File: config.mk
export PLATFORM = sky130hd
export DESIGN_NAME = axi_burst_cmd_adapter
export DESIGN_NICKNAME = d
export VERILOG_FILES = /design/src/rtl/abca_pkg.sv /design/src/rtl/abca_decode.sv /design/src/rtl/abca_beat_ctr.sv /design/src/rtl/abca_ctrl.sv /design/src/rtl/axi_burst_cmd_adapter.sv
export SDC_FILE = /design/constraint.sdc
export NUM_CORES = 1
export LEC_CHECK = 0
export ABC_AREA = 1
export BUFFER_PORTS_ARGS = -buffer_cell sky130_fd_sc_hd__buf_2
export CORE_ASPECT_RATIO = 0.5
export CORE_MARGIN = 2
export CORE_UTILIZATION = 40
export DETAILED_ROUTE_END_ITERATION = 10
export HOLD_SLACK_MARGIN = 0.03
export PLACE_DENSITY_LB_ADDON = 0.12
export SLEW_MARGIN = 20
export SYNTH_ARGS = -nofsm -noshare
export SYNTH_HDL_FRONTEND = slang
export SYNTH_SLANG_ARGS = --single-unit
export TNS_END_PERCENT = 1
File: constraint.sdc
create_clock -name clk -period 1.95 [get_ports clk]
set_input_delay 0.0975 -clock clk [delete_from_list [all_inputs] [get_ports clk]]
set_output_delay 0.0975 -clock clk [all_outputs]
set_load 0.01 [all_outputs]
File: src/rtl/abca_pkg.sv
package abca_pkg;

    localparam int ADDR_W  = 32;
    localparam int ID_W    = 8;
    localparam int LEN_W   = 8;
    localparam int BEATS_W = LEN_W + 1;
    localparam int SPAN_W  = 16;

    typedef enum logic [2:0] {
        ST_IDLE,
        ST_CMD,
        ST_WDAT,
        ST_RDAT,
        ST_RESP
    } state_e;

    typedef struct packed {
        logic              write;
        logic [ID_W-1:0]   id;
        logic [ADDR_W-1:0] addr;
        logic [LEN_W-1:0]  len;
        logic [2:0]        size;
        logic [1:0]        burst;
    } req_t;

    typedef struct packed {
        logic               write;
        logic [ADDR_W-1:0]  addr;
        logic [ADDR_W-1:0]  base;
        logic [BEATS_W-1:0] beats;
        logic [2:0]         size;
        logic               wrap;
        logic [SPAN_W-1:0]  span;
    } cmd_t;

    // 2'b00 and 2'b10 wrap; 2'b01 and reserved 2'b11 run linear
    function automatic logic burst_is_wrap(input logic [1:0] code);
        return (code == 2'b00) || (code == 2'b10);
    endfunction

    function automatic logic [SPAN_W-1:0] span_bytes(input logic [BEATS_W-1:0] beats,
                                                     input logic [2:0] size);
        logic [SPAN_W-1:0] wide;
        wide = {{(SPAN_W-BEATS_W){1'b0}}, beats};
        return wide << size;
    endfunction

    function automatic logic [ADDR_W-1:0] align_down(input logic [ADDR_W-1:0] a,
                                                     input logic [SPAN_W-1:0] span);
        logic [ADDR_W-1:0] mask;
        mask = {{(ADDR_W-SPAN_W){1'b0}}, span - 1'b1};
        return a & ~mask;
    endfunction

endpackage

File: src/rtl/abca_decode.sv
module abca_decode
    import abca_pkg::*;
(
    input  req_t req,
    output cmd_t cmd
);

    logic [ADDR_W-1:0] start_addr;
    logic [SPAN_W-1:0] span;
    logic              wrap;

    always_comb begin
        start_addr = {1'b0, req.addr[ADDR_W-2:0]};
        wrap       = burst_is_wrap(req.burst);
        span       = span_bytes({1'b0, req.len} + 1'b1, req.size);

        cmd.write  = req.write;
        cmd.addr   = start_addr;
        cmd.beats  = {1'b0, req.len} + 1'b1;
        cmd.size   = req.size;
        cmd.wrap   = wrap;
        cmd.span   = span;
        cmd.base   = wrap ? align_down(start_addr, span) : start_addr;
    end

endmodule

File: src/rtl/abca_beat_ctr.sv
module abca_beat_ctr
    import abca_pkg::*;
(
    input  logic               clk,
    input  logic               rst,
    input  logic               clear,
    input  logic               step,
    input  logic [BEATS_W-1:0] beats,
    output logic               last
);

    logic [BEATS_W-1:0] count;

    always_ff @(posedge clk) begin
        if (rst || clear) begin
            count <= '0;
        end else if (step) begin
            count <= count + 1'b1;
        end
    end

    assign last = (count == beats - 1'b1);

    // the counter never passes the requested beat count
    a_r2_no_overrun: assert property (@(posedge clk) disable iff (rst)
        count <= beats);

endmodule

File: src/rtl/abca_ctrl.sv
module abca_ctrl
    import abca_pkg::*;
(
    input  logic   clk,
    input  logic   rst,
    input  logic   req_fire,
    input  req_t   req_in,
    input  logic   cmd_fire,
    input  logic   wbeat_fire,
    input  logic   rbeat_fire,
    input  logic   beat_last,
    input  logic   resp_fire,
    output state_e state,
    output req_t   req_q
);

    state_e nxt;

    always_comb begin
        nxt = state;
        unique case (state)
            ST_IDLE: if (req_fire)                 nxt = ST_CMD;
            ST_CMD:  if (cmd_fire)                 nxt = req_q.write ? ST_WDAT : ST_RDAT;
            ST_WDAT: if (wbeat_fire && beat_last)  nxt = ST_RESP;
            ST_RDAT: if (rbeat_fire && beat_last)  nxt = ST_IDLE;
            ST_RESP: if (resp_fire)                nxt = ST_IDLE;
            default:                               nxt = ST_IDLE;
        endcase
    end

    always_ff @(posedge clk) begin
        if (rst) begin
            state <= ST_IDLE;
            req_q <= '0;
        end else begin
            state <= nxt;
            if (req_fire) req_q <= req_in;
        end
    end

    // a write command leads to the write-data phase only
    a_r1_dir_phase: assert property (@(posedge clk) disable iff (rst)
        (state == ST_CMD && cmd_fire) |=> (state == (req_q.write ? ST_WDAT : ST_RDAT)));

endmodule

File: src/rtl/axi_burst_cmd_adapter.sv
module axi_burst_cmd_adapter
    import abca_pkg::*;
#(
    parameter int DATA_W = 32,
    localparam int STRB_W = DATA_W / 8
) (
    input  logic               clk,
    input  logic               rst,
    input  logic               arw_valid,
    output logic               arw_ready,
    input  logic [31:0]        arw_addr,
    input  logic [7:0]         arw_id,
    input  logic [7:0]         arw_len,
    input  logic [2:0]         arw_size,
    input  logic [1:0]         arw_burst,
    input  logic               arw_write,
    input  logic               w_valid,
    output logic               w_ready,
    input  logic [DATA_W-1:0]  w_data,
    input  logic [STRB_W-1:0]  w_strb,
    input  logic               w_last,
    output logic               b_valid,
    input  logic               b_ready,
    output logic [7:0]         b_id,
    output logic [1:0]         b_resp,
    output logic               r_valid,
    input  logic               r_ready,
    output logic [DATA_W-1:0]  r_data,
    output logic [7:0]         r_id,
    output logic [1:0]         r_resp,
    output logic               r_last,
    output logic               cmd_valid,
    input  logic               cmd_ready,
    output logic               cmd_write,
    output logic [31:0]        cmd_addr,
    output logic [31:0]        cmd_base,
    output logic [8:0]         cmd_beats,
    output logic [2:0]         cmd_size,
    output logic               cmd_wrap,
    output logic [15:0]        cmd_span,
    output logic               be_wvalid,
    input  logic               be_wready,
    output logic [DATA_W-1:0]  be_wdata,
    output logic [STRB_W-1:0]  be_wstrb,
    output logic               be_wlast,
    input  logic               be_rvalid,
    output logic               be_rready,
    input  logic [DATA_W-1:0]  be_rdata
);

    state_e state;
    req_t   req_in, req_q;
    cmd_t   cmd;
    logic   beat_last;
    logic   req_fire, cmd_fire, wbeat_fire, rbeat_fire, resp_fire;

    always_comb begin
        req_in.write = arw_write;
        req_in.id    = arw_id;
        req_in.addr  = arw_addr;
        req_in.len   = arw_len;
        req_in.size  = arw_size;
        req_in.burst = arw_burst;
    end

    assign arw_ready  = (state == ST_IDLE);
    assign req_fire   = arw_valid && arw_ready;
    assign cmd_fire   = cmd_valid && cmd_ready;
    assign wbeat_fire = be_wvalid && be_wready;
    assign rbeat_fire = r_valid && r_ready;
    assign resp_fire  = b_valid && b_ready;

    abca_ctrl u_ctrl (
        .clk        (clk),
        .rst        (rst),
        .req_fire   (req_fire),
        .req_in     (req_in),
        .cmd_fire   (cmd_fire),
        .wbeat_fire (wbeat_fire),
        .rbeat_fire (rbeat_fire),
        .beat_last  (beat_last),
        .resp_fire  (resp_fire),
        .state      (state),
        .req_q      (req_q)
    );

    abca_decode u_decode (
        .req (req_q),
        .cmd (cmd)
    );

    abca_beat_ctr u_ctr (
        .clk   (clk),
        .rst   (rst),
        .clear (req_fire),
        .step  (wbeat_fire || rbeat_fire),
        .beats (cmd.beats),
        .last  (beat_last)
    );

    // command channel
    assign cmd_valid = (state == ST_CMD);
    assign cmd_write = cmd.write;
    assign cmd_addr  = cmd.addr;
    assign cmd_base  = cmd.base;
    assign cmd_beats = cmd.beats;
    assign cmd_size  = cmd.size;
    assign cmd_wrap  = cmd.wrap;
    assign cmd_span  = cmd.span;

    // write relay
    assign be_wvalid = (state == ST_WDAT) && w_valid;
    assign w_ready   = (state == ST_WDAT) && be_wready;
    assign be_wdata  = w_data;
    assign be_wstrb  = w_strb;
    assign be_wlast  = beat_last;

    assign b_valid   = (state == ST_RESP);
    assign b_id      = req_q.id;
    assign b_resp    = 2'b00;

    // read relay
    assign r_valid   = (state == ST_RDAT) && be_rvalid;
    assign be_rready = (state == ST_RDAT) && r_ready;
    assign r_data    = be_rdata;
    assign r_id      = req_q.id;
    assign r_resp    = 2'b00;
    assign r_last    = beat_last;

    // no new request while any part of a transaction is pending
    a_r8_busy_blocks: assert property (@(posedge clk) disable iff (rst)
        (cmd_valid || b_valid || r_valid) |-> !arw_ready);

    // final read handshake frees the address channel
    a_r8_rlast_frees: assert property (@(posedge clk) disable iff (rst)
        (r_valid && r_ready && r_last) |=> arw_ready);

    // final write beat leads to a response
    a_r7_wlast_to_resp: assert property (@(posedge clk) disable iff (rst)
        (be_wvalid && be_wready && be_wlast) |=> (b_valid && b_resp == 2'b00));

    // command held while stalled
    a_r9_cmd_hold: assert property (@(posedge clk) disable iff (rst)
        (cmd_valid && !cmd_ready) |=> (cmd_valid && $stable(cmd_addr) && $stable(cmd_base)
                                       && $stable(cmd_beats) && $stable(cmd_span)
                                       && $stable(cmd_wrap) && $stable(cmd_write)));

    // reserved address bit never reaches the back end
    a_r5_bit31_clear: assert property (@(posedge clk) disable iff (rst)
        cmd_valid |-> (!cmd_addr[31] && !cmd_base[31]));

    // the master's last flag agrees with the beat count
    a_r2_wlast_agrees: assert property (@(posedge clk) disable iff (rst)
        (w_valid && w_ready) |-> (w_last == be_wlast));

    // read response is always OKAY
    a_r6_okay: assert property (@(posedge clk) disable iff (rst)
        r_valid |-> (r_resp == 2'b00));

endmodule

; ---- After elaboration in Yosys (flattened, before gate mapping)
; Index checks and enable logic that the tools add are counted.
[op_classes]
multipliers = 0
mux = 8
shift = 1
n_addsub = 4
reduce_logical = 17
div = 0
magnitude_cmp = 0
bitwise = 2
eq_ne = 11
[op_table]
columns = cell, count
row1 = $and A31 B32 Y32, 1
row2 = $mux W32, 1
row3 = $not A16 Y32, 1
row4 = $shl A9 B3 Y16, 1
row5 = $sub A16 B1 Y16 const B, 1
row6 = $mux W3, 5
row7 = $pmux W3 S5, 1
row8 = $logic_and A1 B1 Y1, 11
row9 = $ne A2 B1 Y1 const B, 5
row10 = $add A8 B1 Y9 const B, 1
row11 = $add A9 B1 Y9 const B, 1
row12 = $eq A9 B9 Y1, 1
row13 = $sub A9 B1 Y9 const B, 1
row14 = $eq A3 B2 Y1 const B, 2
row15 = $reduce_and A5 Y1, 1
row16 = $eq A3 B1 Y1 const B, 1
row17 = $eq A3 B3 Y1 const B, 1
row18 = $logic_not A3 Y1, 1
row19 = $logic_or A1 B1 Y1, 3
row20 = $eq A2 B2 Y1 const B, 1
row21 = $logic_not A2 Y1, 1
row22 = $mux W1, 1
[totals]
wordCells = 51
latchBits = 0
n_memories = 0
rom_bits = 0
input_bits = 132
mem_bits_rw = 0
register_bits = 65

; ---- Longest topological paths before layout
; Gate-level depths: netlist (run 1).
[depth]
depth_word = 6
depth_mapped = 19
depth_no_buf = 19

; ---- Hierarchy
; A second synthesis (run 1) with hierarchy kept.
[hier_totals]
hier_cells = 831
area_unflattened_um2 = 5323.9
[modules_own_cells]
columns = module, cells_each, seq_area_each_um2, instances, area_per_inst_um2
row1 = abca_ctrl, 272, 1141.1, 1, 2055.7
row2 = abca_decode, 329, 0.0, 1, 1811.7
row3 = axi_burst_cmd_adapter, 113, 0.0, 1, 759.5
row4 = abca_beat_ctr, 117, 180.2, 1, 696.9

; ---- Worst setup path after synthesis (run 1)
; OpenSTA, ideal clock, no wires.
[synth_path]
kind = reg2out
startpoint = reg, netlist name u_ctrl.req_q[5]
endpoint = out r_last
path_slack_ns = -0.307
arrival_ns = 2.160
path_stages_with_launch = 13
path_cell_list = dfxtp_1 > ha_1 > nand2_4 > nor2_2 > nand2_2 > nand2_4 > inv_2 > nand3_1 > nor2_1 > nor2_1 > nor2_1 > nor4_1 > buf_4
[synth_between]
elab_chain_cells = 3
[synth_rtl]
columns = item, line_no
row1 = $add A8 B1 Y9, abca_decode.sv:19  ; cmd.beats = {1'b0, req.len} + 1'b1;
row2 = net cmd_beats[4], axi_burst_cmd_adapter.sv:37  ; output logic [8:0] cmd_beats,
row3 = $sub A9 B1 Y9, abca_beat_ctr.sv:22  ; assign last = (count == beats - 1'b1);
row4 = $eq A9 B9 Y1, abca_beat_ctr.sv:22
row5 = "end, declared", axi_burst_cmd_adapter.sv:31  ; output logic r_last,
; The timed path passes the listed nets, and every way through them passes these cells.

; ---- Final worst setup path (run 1)
[layout_path]
startpoint = reg, netlist name u_ctrl.req_q[6]
endpoint = out cmd_base[9]
[layout_between]
elab_chain_cells = 6
[layout_rtl]
columns = item, line_no
row1 = $add A8 B1 Y9, abca_decode.sv:15  ; span = span_bytes({1'b0, req.len} + 1'b1, req.size);
row2 = $shl A9 B3 Y16, abca_pkg.sv:45  ; return wide << size;
row3 = $sub A16 B1 Y16, abca_pkg.sv:51  ; mask = {{(ADDR_W-SPAN_W){1'b0}}, span - 1'b1};
row4 = $not A16 Y32, abca_pkg.sv:52  ; return a & ~mask;
row5 = $and A31 B32 Y32, abca_pkg.sv:52
row6 = $mux W32, abca_decode.sv:23  ; cmd.base = wrap ? align_down(start_addr, span) : start_addr;
row7 = "end, declared", axi_burst_cmd_adapter.sv:36  ; output logic [31:0] cmd_base,
; Every way passes these cells.

==> results of run 1 <==
-- path summary, 6_finish.rpt --
kind,start,endpoint,slack (ns),cells after the start
max,u_ctrl.req_q[6],cmd_base[9],-0.63,16
max reg2reg,u_ctrl.req_q[6],u_ctrl.state[1],-0.34,19
min,arw_addr[15],u_ctrl.req_q[28],0.03,3
min reg2reg,u_ctrl.req_q[19],u_ctrl.req_q[19],0.47,2
-- registers in the layout, indices dropped and copies added, names as in the netlist --
| signal | flops |
|---|---|
| u_ctrl.state | 3 |
| u_ctr.count | 9 |
| u_ctrl.req_q | 52 |
-- per-stage QoR --
| stage | total power (uW) | area (um^2) | cells |
|---|---|---|---|
| after floorplan | 5250 | 5260 | 788 |
| after global placement | 6940 | 5950 | 1066 |
| after detailed placement | 6970 | 5950 | 1066 |
| after CTS | 8750 | 6580 | 1108 |
| after global routing | 9640 | 6770 | 1115 |
| final | 8970 | 6770 | 1115 |
-- layout by cell type (no fill, tap or decap), drive strengths merged --
cell	instances
nor3b	1
nand2	168
nor3	10
nand4	8
buf	289
o21ai	39
xor2	4
o22ai	1
dfxtp	64
nor4	2
clkinvlp	2
dlygate4sd3	20
a21oi	71
o21a	1
nand3b	1
clkinv	7
inv	86
clkbuf	9
xnor2	4
conb	6
o211ai	1
or2	2
nand3	94
ha	3
nor2	52
-- worst max-delay path: cells and delay by family (launching register included) --
kind                     cells  cell delay, ns
adder cells (fa/ha/maj)      1            0.22
buffers and inverters        5            0.56
flip-flops                   1            0.37
AO/OA/AOI/OAI                2            0.33
AND/OR/NAND/NOR              8            0.64
-- logic make-up (layout without fill, tap and decap cells) --
family | count (synthesis) | count (layout) | synth area share (%)
flops | 64 | 64 | 24.9
other cells | 1 | 6 | 0.0730
simple gates | 338 | 338 | 31.9
buf+inv | 256 | 413 | 29.7
xor+xnor | 8 | 8 | 1.36
fa+ha+maj | 3 | 3 | 0.731
compound gates | 113 | 113 | 11.3
-- area by class of cell --
| cell class | count | area [um^2] |
|---|---|---|
| Multi-Input combinational cell | 468 | 2670 |
| Clock inverter | 7 | 57.6 |
| Clock buffer | 9 | 225 |
| Inverter | 88 | 339 |
| Sequential cell | 64 | 1290 |
| Tap cell | 170 | 213 |
| Timing Repair Buffer | 309 | 1970 |
| Fill cell | 1284 | 5820 |
-- timing repair --
action                     4_1_cts  5_1_grt
setup endpoints to repair       34       38
hold buffers                    20        0
hold endpoints to repair        20        0
setup buffers                    6        7
gates resized for setup         32       43
pin swaps                       13       29
-- layer usage --
| metal | vias up | part of all wire, % |
|---|---|---|
| met5 | - | 0 |
| met3 | 11 | 8.0 |
| met2 | 188 | 49 |
| met4 | 0 | 0.57 |
| met1 | 2362 | 43 |
| li1 | 2669 | - |
-- where the power goes --
part	total, uW	internal [uW]	leakage [uW]	switching (uW)
Clock	1550	874	0.000134	681
Combinational	5630	2450	0.00286	3180
Sequential	1780	1580	0.000528	200
Total	8970	4900	0.00352	4060
==> results.yml, run 1 <==
drt:
  vias_per_cell: 4.69
  ant_nets: 0
  route.detailed.drc: 0
  drt-total-wl_mm: 16.2
  vias: 5230
  drt_iter0_markers: 214
  drt_pass1_iterations: 4
  avgRoutedWirePerCell_um: 14.5
yosys:
  yosys-top-cells-count: "nand2_1, buf_4, nand3_1"
  synthTopCellsByArea: "dfxtp_1, buf_4, nand2_1"
  synthCells: 783
  yosysSeqAreaShare_pct: 24.9
  synth_enable_flop_cells: 0
  yosysTopAreaCell: "dfxtp_1"
  ys_types: 37
  synth_top_flop_cell: "dfxtp_1"
  synth.most_common_cell: "nand2_1"
  ys_warn_count: 0
  synth_area_per_cell_um2: 6.56
  synthesis.area_um2: 5140
  yosys_register_bits: 64
  synthArstFlopShare_pct: 0
  synth_top_area_share_pct: 24.9
sta:
  slew_viol_final: 0
  setup_ws_ns: -0.626
  finalHoldViolCount: 0
  setup_tns_ns: -11.87
  setup_violations: 32
  max_freq_ghz: 0.388
  min_period_over_period_pct: 132
  period_minus_slack_ns: 2.58
  whs_ns: 0.0324
  rsz0062_at_grt: "yes"
  final.setup_skew_ns: 0.0111
worst_setup_path:
  crit_path_top_delay_cell: "dfxtp_4"
  cp_cell_sequence: "ha_4 > nand3_4 > o21ai_2 > nand2_2 > o211ai_1 > buf_4 > nand2_2 > nand2_2 > nand2_4 > buf_4 > buf_4 > nand3_1 > nand3_2 > nand2_1 > inv_1 > buf_2"
  max_stage_delay_ns: 0.37
  path_class: "register to primary output"
  startpoint_type: "register"
  endpoint_kind: "primary output"
  required_ns: 1.85
  critical_path.max_fanout: 5
  worstPathArrival_ns: 2.48
floorplan:
  die_y_um: 84.1
  fp.dieW_um: 164
  num_rows: 29
  io_pins: 323
  core_area_um2: 12600
  dieArea_um2: 13800
  start_util_pct: 40.8
grt:
  grt.met3_usage_pct: 7.26
  grt_antenna_before_repair: 0
  gr-usage-met2_pct: 40.1
  grt_start_max_net_pins: 75
  grt.overflow.total: 0
  grt_pass1_vias: 4875
  grtUsageMet1_pct: 26.6
  grt_pass1_wl_mm: 24.7
  grt_busiest_layer: "met2"
  track_usage_pct: 22.4
layout:
  area_growth_pct: 31.8
  insertedDiodeCount: 0
  final_nets: 1075
  drive_gt1_share_pct: 46.3
  finalCoreUtilization_pct: 53.8
outcome:
  status: "finished with violations"
  violations: "setup timing"
power:
  max-vdd-ir-drop_v: 0.000721
  power_leakage_uw: 0.00352
  power_density_nw_per_um2: 1320
cts:
  cts_buffers: 9
  cts_root_buf: "clkbuf_16"
  cts_tree: "yes"
  clk_latency_ns: 0.34
  clk_path_buf_depth: 2
  path_clk_slew_ns: 0.06
  cts.sinks: 64
  cts.htree.levels: 3
placed_design:
  preCtsSetupSlack_ns: -0.392
  port_buffers: 177
  hpwl_mm: 12.7
  routabilityCongestion: 0.893
run:
  maxCapViolCount: 0
hold_path:
  hp-class: "input port to register"
(Power assumes the default switching activity.)
==> inputs of run 2 (changes only) <==
- ABC_CLOCK_PERIOD_IN_PS: unset -> 2900
- CORE_UTILIZATION: 40 -> 44
- RECOVER_POWER: unset -> 50
- clock period: 1.95 -> 2.9 ns (I/O delays scaled with it)
==> run 2 against run 1 <==
Effect of this change: the flow now finishes without violations; combinational power decreased by 48%; sequential share of layout area increased by 3.8 points; critical endpoint is now cmd_base[11]; via count decreased by 9.5%.
==> results.yml, run 2 (synthesized netlist as in run 1, its figures left out) <==
outcome:
  status: "completed"
drt:
  vias_per_cell: 4.78
  drt_pass1_iterations: 4
  drt_iter0_markers: 230
  drt-total-wl_mm: 14.8
  route.detailed.drc: 0
  vias: 4732
  avgRoutedWirePerCell_um: 15.0
  ant_nets: 0
sta:
  rsz0062_at_grt: "yes"
  setup_tns_ns: 0
  period_minus_slack_ns: 2.73
  max_freq_ghz: 0.367
  slew_viol_final: 0
  slew_headroom_pct: 60.3
  worst_pin_slew_ns: 0.591
  whs_ns: 0.0799
  finalHoldViolCount: 0
  setup_violations: 0
  final.setup_skew_ns: 0.00637
  min_period_over_period_pct: 94.0
cts:
  cts.sinks: 64
  cts_buffers: 9
  cts.htree.levels: 3
  path_clk_slew_ns: 0.06
  clk_path_buf_depth: 2
  cts_tree: "yes"
  clk_latency_ns: 0.33
  cts_root_buf: "clkbuf_16"
layout:
  top_register: "u_ctrl.req_q"
  insertedDiodeCount: 0
  drive_gt1_share_pct: 29.8
  mostFrequentLayoutCell: "nand2_1"
  final_nets: 961
  largest_reg_flops: 52
  final_cell_mix: "nand2_1, buf_2, nand3_1"
  area_growth_pct: 9.45
  largestRegisters: "u_ctrl.req_q x52, u_ctr.count x9, u_ctrl.state x3"
worst_setup_path:
  cp_top_family: "simple AND/OR/NAND/NOR gates"
  path_class: "register to primary output"
  startpoint_type: "register"
  critical_path.max_fanout: 5
  max_stage_delay_ns: 0.36
  required_ns: 2.76
  worstReg2RegStart: "u_ctrl.req_q[6]"
  crit_buf_inv: 3
  cp_cell_sequence: "ha_4 > nand2_8 > nor2_4 > nand2_2 > nand2_4 > inv_4 > nand2_1 > nand2_1 > nand2_1 > nand3_2 > nand2_4 > nor2_4 > nand3_4 > nor2_4 > nand2_1 > nand2_1 > nand3_2 > nand2_1 > inv_1 > buf_2"
  endpoint_kind: "primary output"
  worstPathArrival_ns: 2.58
  crit_path_top_delay_cell: "dfxtp_4"
  crit_start: "u_ctrl.req_q[6]"
  crit_top_cell: "nand2_1"
placed_design:
  routabilityCongestion: 0.873
  port_buffers: 177
  hpwl_mm: 11.4
power:
  net-switching-power_uw: 2490
  max-vdd-ir-drop_v: 0.000399
  sw_frac_of_total_pct: 47.6
  power_density_nw_per_um2: 931
  p_seq_share_pct: 23.3
  clkPwrFrac_pct: 21.3
  power_leakage_uw: 0.00274
  p_int_uw: 2750
  combPwrFrac_pct: 55.3
grt:
  grt_pass1_wl_mm: 21.7
  grt.overflow.total: 0
  grt_start_max_net_pins: 61
  grt_antenna_before_repair: 1
  track_usage_pct: 22.0
  grt_pass1_vias: 4171
floorplan:
  dieArea_um2: 12600
  core_area_um2: 11200
  die_y_um: 80.4
  num_rows: 27
  start_util_pct: 46.0
  io_pins: 323
  fp.dieW_um: 157
hold_path:
  hp-class: "input port to register"
  worstHoldStart: "arw_id[0]"
run:
  maxCapViolCount: 0
run 2: final cells by class:
type	instances	area, um^2
multi-input combinational	468	2510
inverter	88	334
clock inverter	7	81.3
tap	159	199
timing repair buffer	195	982
fill	1186	5560
sequential	64	1290
clock buffer	9	225
run 2: worst register-to-register path, cell delays in order (launching register included):
cell	delay, ns
dfxtp_4	0.37
ha_4	0.19
nand2_8	0.08
inv_2	0.06
nor2_1	0.05
nor3_2	0.28
nand3_1	0.15
nand3_1	0.11
nand3_1	0.10
nor2_1	0.21
nand3b_1	0.14
nand2_1	0.12
nand3_2	0.08
o21ai_1	0.16
inv_1	0.05
run 2: metrics by stage:
step	total power [uW]	setup slack (ns)	util, %	cells	area [um^2]
finish	5240	0.173	50.3	990	5620
global placement	3930	0.287	46.0	966	5140
detailed placement	3950	0.253	46.0	966	5140
global route	5660	-0.0324	50.3	990	5620
floorplan	3430	0.595	-	788	5160
CTS	5110	-0.00524	48.9	982	5470
run 2: repair_timing:
| action | 4_1_cts | 5_1_grt |
|---|---|---|
| hold buffers | 0 | 0 |
| endpoints found under the setup margin | 6 | 8 |
| pin swaps | 0 | 12 |
| gates resized for setup | 5 | 41 |
| setup buffers | 0 | 8 |
run 2: layer usage:
layer / vias to the layer above / wire [um] / global-route usage (%)
li1: 2441 / - / -
met4: 2 / 44 / 3.58
met5: - / 11 / 0
met1: 2127 / 6310 / 26.7
met2: 158 / 7280 / 37.9
met3: 4 / 1160 / 8.31
run 2: power by group through the flow:
stage	clock (uW)	sequential [uW]	combinational (uW)
floorplan	0	1190	2240
global placement	0	1210	2720
detailed placement	0	1220	2730
CTS	1140	1210	2760
global route	1180	1250	3230
finish	1120	1220	2900
run 2: final timing paths:
kind | endpoint | slack [ns] | cells past startpoint
worst min-delay path | u_ctrl.req_q[45] | 0.08 | 3
worst max register to register | u_ctrl.state[1] | 0.64 | 14
worst max-delay path | cmd_base[11] | 0.17 | 20
worst min register to register | u_ctrl.req_q[27] | 0.47 | 2
